<file path="config.mk">
export PLATFORM = sky130hd
export DESIGN_NAME = cmp_port_unit
export DESIGN_NICKNAME = d
export VERILOG_FILES = /design/src/rtl/cmp_pkg.sv /design/src/rtl/cmp_regs.sv /design/src/rtl/cmp_match.sv /design/src/rtl/cmp_port_logic.sv /design/src/rtl/cmp_port_unit.sv
export SDC_FILE = /design/constraint.sdc
export NUM_CORES = 1
export LEC_CHECK = 0
export BUFFER_PORTS_ARGS = -buffer_cell sky130_fd_sc_hd__buf_2
export CORE_MARGIN = 2
export CORE_UTILIZATION = 59
export CTS_BUF_LIST = sky130_fd_sc_hd__clkbuf_8
export CTS_CLUSTER_DIAMETER = 40
export DETAILED_ROUTE_END_ITERATION = 16
export PLACE_DENSITY = 0.82
export SYNTH_ARGS = -nofsm -noshare
export SYNTH_HDL_FRONTEND = slang
export SYNTH_SLANG_ARGS = --single-unit
</file>
<file path="constraint.sdc">
create_clock -name clk_i -period 2.5 [get_ports clk_i]
set_clock_uncertainty 0.15 [all_clocks]
set_input_delay 0.5 -clock clk_i [delete_from_list [all_inputs] [get_ports clk_i]]
set_output_delay 0.5 -clock clk_i [all_outputs]
set_load 0.03 [all_outputs]
</file>
<file path="src/rtl/cmp_pkg.sv">
package cmp_pkg;
  localparam int NUM_CMP = 3;
  localparam int ADDR_W  = 3;

  typedef enum logic [ADDR_W-1:0] {
    RA_CMP0 = 3'd0,
    RA_CMP1 = 3'd1,
    RA_CMP2 = 3'd2,
    RA_SEN  = 3'd3,
    RA_CTEN = 3'd4,
    RA_PORT = 3'd5,
    RA_FLAG = 3'd6
  } reg_addr_e;

  typedef enum int {
    CH_SET = 0,
    CH_CLR = 1,
    CH_TGL = 2
  } cmp_ch_e;
endpackage

</file>
<file path="src/rtl/cmp_regs.sv">
module cmp_regs
  import cmp_pkg::*;
#(
  parameter int TMR_W  = 16,
  parameter int PORT_W = 8,
  parameter int TGL_W  = 2,
  localparam int SR_W  = PORT_W - TGL_W
) (
  input  logic                           clk_i,
  input  logic                           rst_ni,
  input  logic                           we_i,
  input  logic [ADDR_W-1:0]              addr_i,
  input  logic [TMR_W-1:0]               wdata_i,
  input  logic [TGL_W-1:0]               tgl_i,
  input  logic [PORT_W-1:0]              port_i,
  input  logic [NUM_CMP-1:0]             flag_i,
  output logic [NUM_CMP-1:0][TMR_W-1:0]  cmp_o,
  output logic [SR_W-1:0]                set_en_o,
  output logic [PORT_W-1:0]              ct_en_o,
  output logic                           port_we_o,
  output logic [PORT_W-1:0]              port_wd_o,
  output logic [NUM_CMP-1:0]             flag_clr_o,
  output logic [TMR_W-1:0]               rdata_o
);
  reg_addr_e addr;
  assign addr = reg_addr_e'(addr_i);

  for (genvar i = 0; i < NUM_CMP; i++) begin : g_cmp
    always_ff @(posedge clk_i or negedge rst_ni) begin
      if (!rst_ni)                           cmp_o[i] <= '0;
      else if (we_i && addr_i == ADDR_W'(i)) cmp_o[i] <= wdata_i;
    end
  end

  always_ff @(posedge clk_i or negedge rst_ni) begin
    if (!rst_ni) begin
      set_en_o <= '0;
      ct_en_o  <= '0;
    end else if (we_i) begin
      if (addr == RA_SEN)  set_en_o <= wdata_i[SR_W-1:0];
      if (addr == RA_CTEN) ct_en_o  <= wdata_i[PORT_W-1:0];
    end
  end

  assign port_we_o  = we_i && (addr == RA_PORT);
  assign port_wd_o  = wdata_i[PORT_W-1:0];
  assign flag_clr_o = (we_i && addr == RA_FLAG) ? wdata_i[NUM_CMP-1:0] : '0;

  always_comb begin
    rdata_o = '0;
    unique case (addr)
      RA_CMP0: rdata_o = cmp_o[0];
      RA_CMP1: rdata_o = cmp_o[1];
      RA_CMP2: rdata_o = cmp_o[2];
      RA_SEN:  rdata_o = TMR_W'({tgl_i, set_en_o});
      RA_CTEN: rdata_o = TMR_W'(ct_en_o);
      RA_PORT: rdata_o = TMR_W'(port_i);
      RA_FLAG: rdata_o = TMR_W'(flag_i);
      default: rdata_o = '0;
    endcase
  end
endmodule

</file>
<file path="src/rtl/cmp_match.sv">
module cmp_match
  import cmp_pkg::*;
#(
  parameter int TMR_W = 16
) (
  input  logic                          clk_i,
  input  logic                          rst_ni,
  input  logic                          tick_i,
  input  logic [TMR_W-1:0]              timer_i,
  input  logic [NUM_CMP-1:0][TMR_W-1:0] cmp_i,
  input  logic [NUM_CMP-1:0]            flag_clr_i,
  output logic [NUM_CMP-1:0]            hit_o,
  output logic [NUM_CMP-1:0]            flag_o
);
  logic [NUM_CMP-1:0] hit_q;

  for (genvar i = 0; i < NUM_CMP; i++) begin : g_ch
    assign hit_o[i] = tick_i && (timer_i == cmp_i[i]);

    always_ff @(posedge clk_i or negedge rst_ni) begin
      if (!rst_ni) begin
        hit_q[i]  <= 1'b0;
        flag_o[i] <= 1'b0;
      end else begin
        hit_q[i] <= hit_o[i];
        // set wins over a same-cycle clear
        if (hit_q[i])           flag_o[i] <= 1'b1;
        else if (flag_clr_i[i]) flag_o[i] <= 1'b0;
      end
    end
  end
endmodule

</file>
<file path="src/rtl/cmp_port_logic.sv">
module cmp_port_logic
  import cmp_pkg::*;
#(
  parameter int PORT_W = 8,
  parameter int TGL_W  = 2,
  localparam int SR_W  = PORT_W - TGL_W
) (
  input  logic               clk_i,
  input  logic               rst_ni,
  input  logic [NUM_CMP-1:0] hit_i,
  input  logic [SR_W-1:0]    set_en_i,
  input  logic [PORT_W-1:0]  ct_en_i,
  input  logic               sw_we_i,
  input  logic [PORT_W-1:0]  sw_d_i,
  output logic [PORT_W-1:0]  port_o,
  output logic [TGL_W-1:0]   tgl_o
);
  logic [SR_W-1:0]  hw_set, hw_clr;
  logic [TGL_W-1:0] hw_tgl;

  assign hw_set = {SR_W{hit_i[CH_SET]}} & set_en_i;
  assign hw_clr = {SR_W{hit_i[CH_CLR]}} & ct_en_i[SR_W-1:0];
  assign hw_tgl = {TGL_W{hit_i[CH_TGL]}} & ct_en_i[PORT_W-1:SR_W];

  for (genvar k = 0; k < SR_W; k++) begin : g_sr
    always_ff @(posedge clk_i or negedge rst_ni) begin
      if (!rst_ni)        port_o[k] <= 1'b0;
      else if (hw_clr[k]) port_o[k] <= 1'b0;
      else if (hw_set[k]) port_o[k] <= 1'b1;
      else if (sw_we_i)   port_o[k] <= sw_d_i[k];
    end
  end

  for (genvar k = 0; k < TGL_W; k++) begin : g_tg
    always_ff @(posedge clk_i or negedge rst_ni) begin
      if (!rst_ni) begin
        port_o[SR_W+k] <= 1'b0;
        tgl_o[k]       <= 1'b1;
      end else if (hw_tgl[k]) begin
        port_o[SR_W+k] <= tgl_o[k];
        tgl_o[k]       <= ~tgl_o[k];
      end else if (sw_we_i) begin
        port_o[SR_W+k] <= sw_d_i[SR_W+k];
      end
    end
  end
endmodule

</file>
<file path="src/rtl/cmp_port_unit.sv">
module cmp_port_unit
  import cmp_pkg::*;
#(
  parameter int TMR_W  = 16,
  parameter int PORT_W = 8,
  parameter int TGL_W  = 2
) (
  input  logic               clk_i,
  input  logic               rst_ni,
  input  logic               tick_i,
  input  logic [TMR_W-1:0]   timer_i,
  input  logic               reg_we_i,
  input  logic [ADDR_W-1:0]  reg_addr_i,
  input  logic [TMR_W-1:0]   reg_wdata_i,
  output logic [TMR_W-1:0]   reg_rdata_o,
  output logic [PORT_W-1:0]  port_o,
  output logic [NUM_CMP-1:0] flag_o
);
  localparam int SR_W = PORT_W - TGL_W;

  logic [NUM_CMP-1:0][TMR_W-1:0] cmp_val;
  logic [SR_W-1:0]               set_en;
  logic [PORT_W-1:0]             ct_en;
  logic                          port_we;
  logic [PORT_W-1:0]             port_wd;
  logic [NUM_CMP-1:0]            flag_clr;
  logic [NUM_CMP-1:0]            hit;
  logic [TGL_W-1:0]              tgl_q;

  cmp_regs #(.TMR_W(TMR_W), .PORT_W(PORT_W), .TGL_W(TGL_W)) u_regs (
    .clk_i      (clk_i),
    .rst_ni     (rst_ni),
    .we_i       (reg_we_i),
    .addr_i     (reg_addr_i),
    .wdata_i    (reg_wdata_i),
    .tgl_i      (tgl_q),
    .port_i     (port_o),
    .flag_i     (flag_o),
    .cmp_o      (cmp_val),
    .set_en_o   (set_en),
    .ct_en_o    (ct_en),
    .port_we_o  (port_we),
    .port_wd_o  (port_wd),
    .flag_clr_o (flag_clr),
    .rdata_o    (reg_rdata_o)
  );

  cmp_match #(.TMR_W(TMR_W)) u_match (
    .clk_i      (clk_i),
    .rst_ni     (rst_ni),
    .tick_i     (tick_i),
    .timer_i    (timer_i),
    .cmp_i      (cmp_val),
    .flag_clr_i (flag_clr),
    .hit_o      (hit),
    .flag_o     (flag_o)
  );

  cmp_port_logic #(.PORT_W(PORT_W), .TGL_W(TGL_W)) u_port (
    .clk_i    (clk_i),
    .rst_ni   (rst_ni),
    .hit_i    (hit),
    .set_en_i (set_en),
    .ct_en_i  (ct_en),
    .sw_we_i  (port_we),
    .sw_d_i   (port_wd),
    .port_o   (port_o),
    .tgl_o    (tgl_q)
  );
endmodule

</file>
==> summary.md, run 1 <==
| Metric | Value |
|---|---|
| Number of global-route vias before repair | 3357 |
| CTS tree | done |
| Gr ovfl total | 0 |
| Post-synthesis sequential area ratio | 0.456 |
| Placed cells | 529 |
| Synth Register Bits | 78 |
| Max IR drop VDD | 0.385 mV |
| WP data required | between 1500 and 2000 ps |
| Most frequent cells in the layout | dfrtp_1, buf_2, mux2_2 |
| Worst setup EP type | primary output |
| Via density | 6.03 |
| Post-CTS Resized | 0 |
| WHS | 236 ps |
| Layout Cells excl Fill | around 550 |
| Mapped Nets | 402 |
| Initial DRC count | ~230 |
| Core area | 7140 µm² |
| Antenna violations before repair | 0 |
| Most common cell after layout, fill and taps aside | dfrtp_1 |
| Reg clk slew, reported paths | 80 ps |
| Io pins | 66 |
| DRC Markers | 0 |
| Sink Count | 78 |
| Vias | approximately 3300 |
| Slew headroom | 0.414 |
| Post-CTS Setup Repair Bufs | 0 |
| RSZ-0062 raised after global routing | false |
| HP Class | in -> reg |
| Post-layout instance area | 5060 µm² |
| Leading area contributor after synthesis | dfrtp_1 |
| Largest net degree at the start of global routing | 55 |
| CP top delay family | buffers and inverters |
| Static Leak | 2.24 nW |
| Clk_lat worst skew | 360 ps |
| Max_cap viols | 0 |
| TritonCTS Buffers | 9 |
| Chip width | 89.2 µm |
| Row count | 31 |
| H-tree depth | 3 |
| Worst Max-Slew Pin Slew | 872 ps |
| Max-slew violation count | 0 |
| Tot GR Track Use | 0.290 |
| Clk buf depth | 2 |
| Fin crit share | 0.946 |
| DPL Wire Length | 7910 µm |
| Initial Util | 0.601 |
| Compound-Gate Fraction of Synth Area | 0.0668 |
| Drt wl/cell | a little under 20 µm |
| Setup Slack @ Placement | 138 ps |
| Data arrival, critical path | 1720 ps |
| Root Driver | clkbuf_8 |
| Antenna Violating Nets Remaining | 0 |
| Final Power | around 3.8 mW |
| Drt total wl | 10900 µm |
| Synth area leaders | dfrtp_1, mux2_2, mux2_1 |
| Post-Synthesis Cell Area | 4290 µm² |
| Power Dens Cells | between 700 and 800 nW/µm² |
| First-pass GRT wire length | ~17000 µm |
| Worst-path cell with the longest stage delay | buf_2 |
| Adder-Cell Fraction of Synth Area | 0 |
| Final setup margin | 134 ps |
| Status | finished clean |
| Setup TNS | 0 ps |
| Area added between synthesis and finish | 18.0% |
| Nets@finish | 481 |
| Fmax | 423 MHz |
| Synth Area in Simple Gates | 0.104 |
| Kind of critical path | in -> out |
| Cts hold-fix bufs | 1 |
| Area share of the largest cell type after synthesis | 0.444 |
| CP Cell Sequence | buf_2 > buf_4 > nor2b_1 > buf_4 > a21oi_1 > nor2_1 > buf_2 |
| Post-layout util | 0.709 |
| Synth warnings | 0 |
| 1st-pass router iterations | 4 |
| CP max stage delay | 230 ps |
| Number of port buffers | 65 |
| Critical path fanouts, max | 8 |
| Layout fillers | 562 |
| Post-synth cell types | 40 |
| Die Ht | 89.2 µm |
| Final setup viols | 0 |
| Worst setup SP type | input pin |
| Post-Synth XOR/XNOR Area | 0.0978 |
| # diodes | 0 |
| Final count of hold timing violations | 0 |
| Avg Cell Area, Syn | 11.8 µm² |
| Main combinational cell family by area after synthesis | multiplexers |
| FF/Latch Area | 1950 µm² |
| Die Area | between 7000 and 8000 µm² |
| Routability Congestion | between 0.9 and 1 |
| DP Area | about 4900 µm² |
| Sum of buffers and inverters on the critical path | 4 |
| Minimum clock period | 2370 ps |
| Area taken by multi-input logic gates | ~2200 µm² |
| Mux cell area share after synthesis | 0.251 |
| Fraction of layout cells with a size suffix above 1 | 0.358 |
| Cell count after synthesis | 363 |
-- kinds of logic after synthesis --
logic type	Yosys count
multiplexers	95
flip-flops	78
AND/OR/NAND/NOR	77
XOR/XNOR	47
AO/OA/AOI/OAI	46
buffers and inverters	20
-- registers in the layout, summed over array words and instances (netlist names) --
signal	flops
u_match.flag_o	3
u_port.tgl_o	2
u_regs.set_en_o	6
u_port.port_o	8
u_match.hit_q	3
u_regs.cmp_o	48
u_regs.ct_en_o	8
-- cells in the mapped netlist --
library cell and number:
mux4_2 2, nor3_1 1, nor2b_1 3, nor2_1 23
xor2_1 8, nor3b_1 2, nand3_1 3, dfstp_2 2
nand3_2 1, o22ai_1 2, o221ai_1 3, and2_1 1
inv_1 1, nand4_1 18, mux2i_1 14, o211a_1 1
and2b_4 1, a31oi_1 9, clkbuf_1 5, buf_4 3
mux2_2 47, buf_6 1, o21ai_0 4, xnor2_1 38
xor2_2 1, nor4_4 2, buf_2 9, inv_2 1
nor4_1 3, mux2_1 32, dfrtp_1 76, and3_1 3
nor3_2 1, nor4_2 1, nand2_1 9, a22o_1 1
a21oi_1 17, a22oi_1 6, nand2b_1 5, a21o_1 3
-- area by class of cell --
class	count	area share
Multi-Input combinational cell	265	0.440
Sequential cell	78	0.386
Timing Repair Buffer	86	0.109
Clock buffer	12	0.0327
Tap cell	99	0.0245
Clock inverter	4	0.00569
Inverter	2	0.00148
-- worst paths after layout --
check,depth (start not counted),end,slack (ps),from
setup / recovery,7,reg_rdata_o[11],130,reg_addr_i[0]
hold / removal,2,u_regs.cmp_o[43],240,reg_wdata_i[11]
setup reg to reg,5,u_port.port_o[6],410,u_regs.cmp_o[36]
hold reg to reg,1,u_match.flag_o[1],290,u_match.hit_q[1]
max in group asynchronous,3,u_port.tgl_o[1],1130,rst_ni
min in group asynchronous,2,u_match.hit_q[1],430,rst_ni
-- power breakdown --
part           internal, mW  switching, mW
Clock                 0.444          0.471
Combinational         0.512          0.574
Sequential             1.51          0.242
-- layer usage --
layer  track usage  up-vias  wire length, µm
met5             0        -                0
met4         0.156        0              382
met3        0.0452       38              648
met2         0.453      136             5230
met1         0.392     1642             4600
li1              -     1477                -
Power figures use the tool's default switching activity.
==> run 2: changes to the inputs <==
CORE_UTILIZATION = 50   (was 59)
PLACE_DENSITY = 0.72   (was 0.82)
==> run 2 against run 1 <==
Against the previous run: utilization decreased by 9.4 points; clock power up 15%; register-to-register slack worse by 140 ps; design area up 0.40%; flip-flop and latch count is the same; die area rose by 17%; first-iteration DRC count is 35% lower; global-route usage fell by 3.3 points; critical endpoint is now reg_rdata_o[6].
==> summary.md, run 2 (synthesized netlist as in run 1, its figures left out) <==
| Metric | Value |
|---|---|
| Row count | 33 (+6.5%) |
| Placed cells | 536 (+1.3%) |
| Die Area | 9330 µm² (+17%) |
| Critical path fanouts, max | 8 (unchanged) |
| Number of global-route vias before repair | 3245 (-3.3%) |
| 1st-pass router iterations | 4 (unchanged) |
| CP Cell Sequence | buf_2 > buf_4 > mux2_2 > a22oi_1 > o22ai_1 > buf_2 |
| Worst-path cell with the longest stage delay | mux2_2 |
| Root Driver | clkbuf_8 |
| Slew headroom | 0.376 (-0.0383) |
| Vias | 3235 (-1.8%) |
| Clk_lat worst skew | 360 ps (about the same) |
| Data arrival, critical path | 1720 ps (about the same) |
| Antenna Violating Nets Remaining | 0 (unchanged) |
| Max IR drop VDD | 0.536 mV (+39%) |
| DPL Wire Length | 8160 µm (+3.1%) |
| Worst setup EP type | primary output |
| Sum of buffers and inverters on the critical path | 3 (-1) |
| Area taken by multi-input logic gates | 2230 µm² (unchanged) |
| Core area | 8260 µm² (+16%) |
| Final count of hold timing violations | 0 (unchanged) |
| Post-CTS Setup Repair Bufs | 0 (unchanged) |
| Clk buf depth | 2 (unchanged) |
| Fraction of layout cells with a size suffix above 1 | 0.357 (-0.000799) |
| Sequential Power Share | 0.451 (-0.016) |
| Final setup viols | 0 (unchanged) |
| Number of port buffers | 65 (unchanged) |
| Most common cell after layout, fill and taps aside | dfrtp_1 |
| Part of the power in combinational logic | 0.279 (-0.010) |
| Sink Count | 78 (unchanged) |
| Status | finished clean |
| Max_cap viols | 0 (unchanged) |
| CTS tree | done |
| Kind of critical path | in -> out |
| Routability Congestion | 0.833 (-9.2%) |
| Top cell by count, worst path | buf_2 |
| WP data required | 1850 ps (about the same) |
| FF/Latch Area | 1950 µm² (unchanged) |
| Gr ovfl total | 0 (unchanged) |
| Tot GR Track Use | 0.258 (-0.0326) |
| Fin crit share | 0.950 (+0.00312) |
| Drt total wl | 11000 µm (+1.6%) |
| Nets@finish | 482 (+0.21%) |
| Io pins | 66 (unchanged) |
| CP top delay family | buffers and inverters |
| Die Ht | 96.6 µm (+8.2%) |
| First-pass GRT wire length | 17700 µm (+4.0%) |
| Power Dens Cells | 763 nW/µm² (+2.8%) |
| WHS | 238 ps (+2.36 ps) |
| Chip width | 96.6 µm (+8.2%) |
| Register-to-register setup slack | 270 ps (-140 ps) |
| Static Leak | 2.26 nW (+0.77%) |
| Sw Ratio | 0.332 (-0.0112) |
| TritonCTS Buffers | 9 (unchanged) |
| Clock group share of total power | 0.270 (+0.026) |
| Fmax | 421 MHz (-0.33%) |
| Largest registers | u_regs.cmp_o x48, u_port.port_o x8, u_regs.ct_en_o x8 |
| Initial DRC count | 147 (-35%) |
| Internal Pwr Total | 2.59 mW (+4.9%) |
| Most frequent cells in the layout | dfrtp_1, buf_2, mux2_2 |
| Reg clk slew, reported paths | 80 ps (about the same) |
| NetSw | 1.29 mW (-0.19%) |
| Worst Max-Slew Pin Slew | 929 ps (+57.1 ps) |
| CP max stage delay | 340 ps (+110 ps) |
| Drt wl/cell | 19.9 µm (+0.30%) |
| Largest net degree at the start of global routing | 42 (-24%) |
| Via density | 5.85 (-3.0%) |
| RSZ-0062 raised after global routing | false |
| H-tree depth | 3 (unchanged) |
| Setup TNS | 0 ps (unchanged) |
| Layout fillers | 692 (+23%) |
| Reg with most FFs | u_regs.cmp_o |
| Max-slew violation count | 0 (unchanged) |
| DRC Markers | 0 (unchanged) |
| Final Power | 3.88 mW (+3.2%) |
| Layout Cells excl Fill | 553 (+1.3%) |
| Minimum clock period | 2370 ps (+7.81 ps) |
| Antenna violations before repair | 0 (unchanged) |
| Area added between synthesis and finish | 18.4% |
| Worst setup SP type | input pin |
| # diodes | 0 (unchanged) |
| Max FFs per register | 48 (unchanged) |
| HP Class | in -> reg |
| Initial Util | 0.519 (-0.0815) |
-- run 2: cell count changes in the layout (fill, tap and decap cells not counted), sizes merged --
cell,change
clkinvlp,-1
clkinv,-1
buf,+1
clkbuf,+1
bufinv,+1
-- run 2: worst reg2reg max path, delay by kind of cell, from the launching register on --
| kind | cells | cell delay [ps] |
|---|---|---|
| XOR/XNOR | 1 | 390 |
| flip-flops | 1 | 420 |
| AND/OR/NAND/NOR | 4 | 1100 |
-- run 2: stage by stage --
| step | cell area, µm² | utilization | setup WS [ps] |
|---|---|---|---|
| 6_report | 5080 | 0.615 | 126 |
| 3_5_place_dp | 4840 | 0.587 | 118 |
| 2_1_floorplan | 4290 | - | 11.2 |
| 5_1_grt | 5080 | 0.615 | 1.04 |
| 3_3_place_gp | 4840 | 0.587 | 148 |
| 4_1_cts | 5070 | 0.614 | 126 |
-- run 2: path summary, 6_finish.rpt --
kind	startpoint	endpoint	cells after the start
setup reg to reg	u_regs.cmp_o[36]	u_match.hit_q[2]	5
min in group asynchronous	rst_ni	u_regs.ct_en_o[1]	2
hold reg to reg	u_match.hit_q[1]	u_match.flag_o[1]	1
max in group asynchronous	rst_ni	u_port.tgl_o[0]	3
setup / recovery	reg_addr_i[0]	reg_rdata_o[6]	6
hold / removal	reg_wdata_i[13]	u_regs.cmp_o[13]	2
-- run 2: power by group through the flow --
stage               logic, mW  clock network [mW]  registers (mW)
floorplan               0.716                   0            1.76
global placement         1.05                   0            1.76
detailed placement       1.07                   0            1.77
CTS                      1.08                1.05            1.75
global route             1.17                1.10            1.79
finish                   1.08                1.05            1.75
-- run 2: area by class of cell --
type / instances / share of cell area
Tap cell: 105 / 0.0259
Clock inverter: 3 / 0.00813
Inverter: 2 / 0.00148
Clock buffer: 13 / 0.0352
Multi-Input combinational cell: 265 / 0.439
Timing Repair Buffer: 87 / 0.106
Sequential cell: 78 / 0.385
-- run 2: repair_timing --
action | CTS | global route
hold buffers | 1 | 0
resized for setup | 0 | 1
setup endpoints to repair | 0 | 3
hold endpoints to repair | 7 | 0
-- run 2: layer usage --
layer / GRT usage / wire, µm / vias to the layer above
met5: 0 / 0 / -
met2: 0.416 / 5320 / 128
met1: 0.347 / 4790 / 1604
met4: 0.0951 / 202 / 0
met3: 0.0497 / 712 / 18
li1: - / - / 1485
==> run 3: changes to the inputs <==
clock period = 2.7 ns   (was 2.5 ns; I/O delays follow)
==> run 3 against run 2 <==
Against the previous run: non-clock buffer count down 8; critical endpoint is now reg_rdata_o[4]; largest power group unchanged; via count shrank 3.2%; highest routed layer unchanged; largest cell class unchanged; die area is the same.
==> summary.md, run 3 (synthesized netlist as in run 1, its figures left out) <==
| Metric | Value |
|---|---|
| Post-CTS Setup Repair Bufs | 0 (unchanged) |
| Vias | 3132 (-3.2%) |
| Worst-path cell with the longest stage delay | buf_4 |
| CP max stage delay | 260 ps (-80 ps) |
| Max_cap viols | 0 (unchanged) |
| 1st-pass router iterations | 4 (unchanged) |
| Reg with most FFs | u_regs.cmp_o |
| Static Leak | 2.22 nW (-1.7%) |
| H-tree depth | 3 (unchanged) |
| Clk buf depth | 2 (unchanged) |
| Chip width | 96.6 µm (unchanged) |
| Critical path fanouts, max | 11 (+3) |
| Gr ovfl total | 0 (unchanged) |
| Most common cell after layout, fill and taps aside | dfrtp_1 |
| Slew headroom | 0.338 (-0.0378) |
| TritonCTS Buffers | 9 (unchanged) |
| Placed cells | 529 (-1.3%) |
| Antenna Violating Nets Remaining | 0 (unchanged) |
| Worst setup SP type | input pin |
| Max-slew violation count | 0 (unchanged) |
| DRC Markers | 0 (unchanged) |
| Largest registers | u_regs.cmp_o x48, u_port.port_o x8, u_regs.ct_en_o x8 |
| Max FFs per register | 48 (unchanged) |
| Die Ht | 96.6 µm (unchanged) |
| Routability Congestion | 0.871 (+4.6%) |
| Number of global-route vias before repair | 3221 (-0.74%) |
| Layout fillers | 704 (+1.7%) |
| Sink Count | 78 (unchanged) |
| Drt wl/cell | 20.2 µm (+1.5%) |
| CTS tree | done |
| Post-layout instance area | 5020 µm² (-1.2%) |
| First-pass GRT wire length | 17500 µm (-1.0%) |
| Layout Cells excl Fill | 544 (-1.6%) |
| Data arrival, critical path | 1810 ps (+90 ps) |
| Top cell by count, worst path | buf_2 |
| WP data required | 2010 ps (+160 ps) |
| DP Area | 4800 µm² (-0.83%) |
| Status | finished clean |
| Kind of critical path | in -> out |
| Die Area | 9330 µm² (unchanged) |
| HP Class | in -> async |
| Nets@finish | 474 (-1.7%) |
| Antenna violations before repair | 0 (unchanged) |
| Final count of hold timing violations | 0 (unchanged) |
| Reg clk slew, reported paths | 80 ps (about the same) |
| Clk_lat worst skew | 360 ps (about the same) |
| Via density | 5.76 (-1.6%) |
| Tot GR Track Use | 0.257 (-0.000797) |
| Initial Util | 0.519 (unchanged) |
| Area added between synthesis and finish | 17.0% |
| Io pins | 66 (unchanged) |
| Post-CTS Resized | 0 (unchanged) |
| Initial DRC count | 189 (+29%) |
| Worst Max-Slew Pin Slew | 993 ps (+63.9 ps) |
| Number of port buffers | 65 (unchanged) |
| RSZ-0062 raised after global routing | false |
| Max IR drop VDD | 0.462 mV (-14%) |
| Final setup margin | 196 ps (+69.7 ps) |
| Drt total wl | 11000 µm (-0.18%) |
| Setup TNS | 0 ps (unchanged) |
| CP Cell Sequence | buf_2 > buf_4 > nor2b_1 > a21oi_1 > o221ai_1 > buf_2 |
| Power Dens Cells | 713 nW/µm² (-6.5%) |
| Fraction of layout cells with a size suffix above 1 | 0.346 (-0.0109) |
| DPL Wire Length | 7970 µm (-2.3%) |
| Row count | 33 (unchanged) |
| Largest net degree at the start of global routing | 79 (+88%) |
| Minimum clock period | about 2500 ps |
| Core area | 8260 µm² (unchanged) |
| Final Power | 3.58 mW (-7.6%) |
| # diodes | 0 (unchanged) |
| Fmax | 399 MHz |
| Cts hold-fix bufs | 0 (-1) |
| Fin crit share | 0.927 |
| Final setup viols | 0 (unchanged) |
| Most frequent cells in the layout | dfrtp_1, buf_2, mux2_2 |
| Setup Slack @ Placement | 182 ps (+64.2 ps) |
| Root Driver | clkbuf_8 |
| Worst setup EP type | primary output |
[run 3: stage by stage]
step,utilization,hold slack [ps]
5_1_grt,0.608,263
3_5_place_dp,0.582,269
3_3_place_gp,0.582,256
2_1_floorplan,-,94.4
6_report,0.608,182
4_1_cts,0.608,227
[run 3: final timing paths]
kind,from,end,slack (ps),depth (start not counted)
worst min-delay path,rst_ni,u_match.flag_o[1],180,1
worst min register to register,u_match.hit_q[0],u_match.flag_o[0],280,1
min in group clk_i,reg_wdata_i[8],u_regs.cmp_o[24],270,2
worst max-delay path,reg_addr_i[0],reg_rdata_o[4],200,6
worst max register to register,u_regs.cmp_o[36],u_port.port_o[6],640,5
max in group asynchronous,rst_ni,u_regs.cmp_o[14],1580,1
[run 3: area by class of cell]
| cell class | count | area [µm²] | area share |
|---|---|---|---|
| well taps | 105 | 131 | 0.0262 |
| repair buffers | 79 | 483 | 0.0963 |
| clock inverters | 5 | 76.3 | 0.0152 |
| multi-input cells | 265 | 2230 | 0.444 |
| flip-flops and latches | 78 | 1950 | 0.390 |
| clock buffers | 10 | 138 | 0.0274 |
| inverters | 2 | 7.51 | 0.00150 |
[run 3: metal layers]
metal  track usage  share of wire  wire (µm)  vias to the layer above
met5             0              0          0                        -
met2         0.408           0.47       5140                      111
met1         0.353           0.45       4920                     1536
li1              -              -          -                     1462
met4         0.101          0.022        246                        0
met3        0.0434          0.064        709                       23
[run 3: critical path, delay by kind of cell]
family          cells  cell delay [ps]
compound gates      2              290
simple gates        1              240
buf+inv             3              740
[run 3: where the power goes]
group	total, mW	leakage [nW]	internal (mW)	switching [mW]
Clock	0.967	0.110	0.536	0.431
Sequential	1.62	0.945	1.40	0.224
Combinational	0.988	1.17	0.469	0.520
Total	3.58	2.22	2.40	1.17
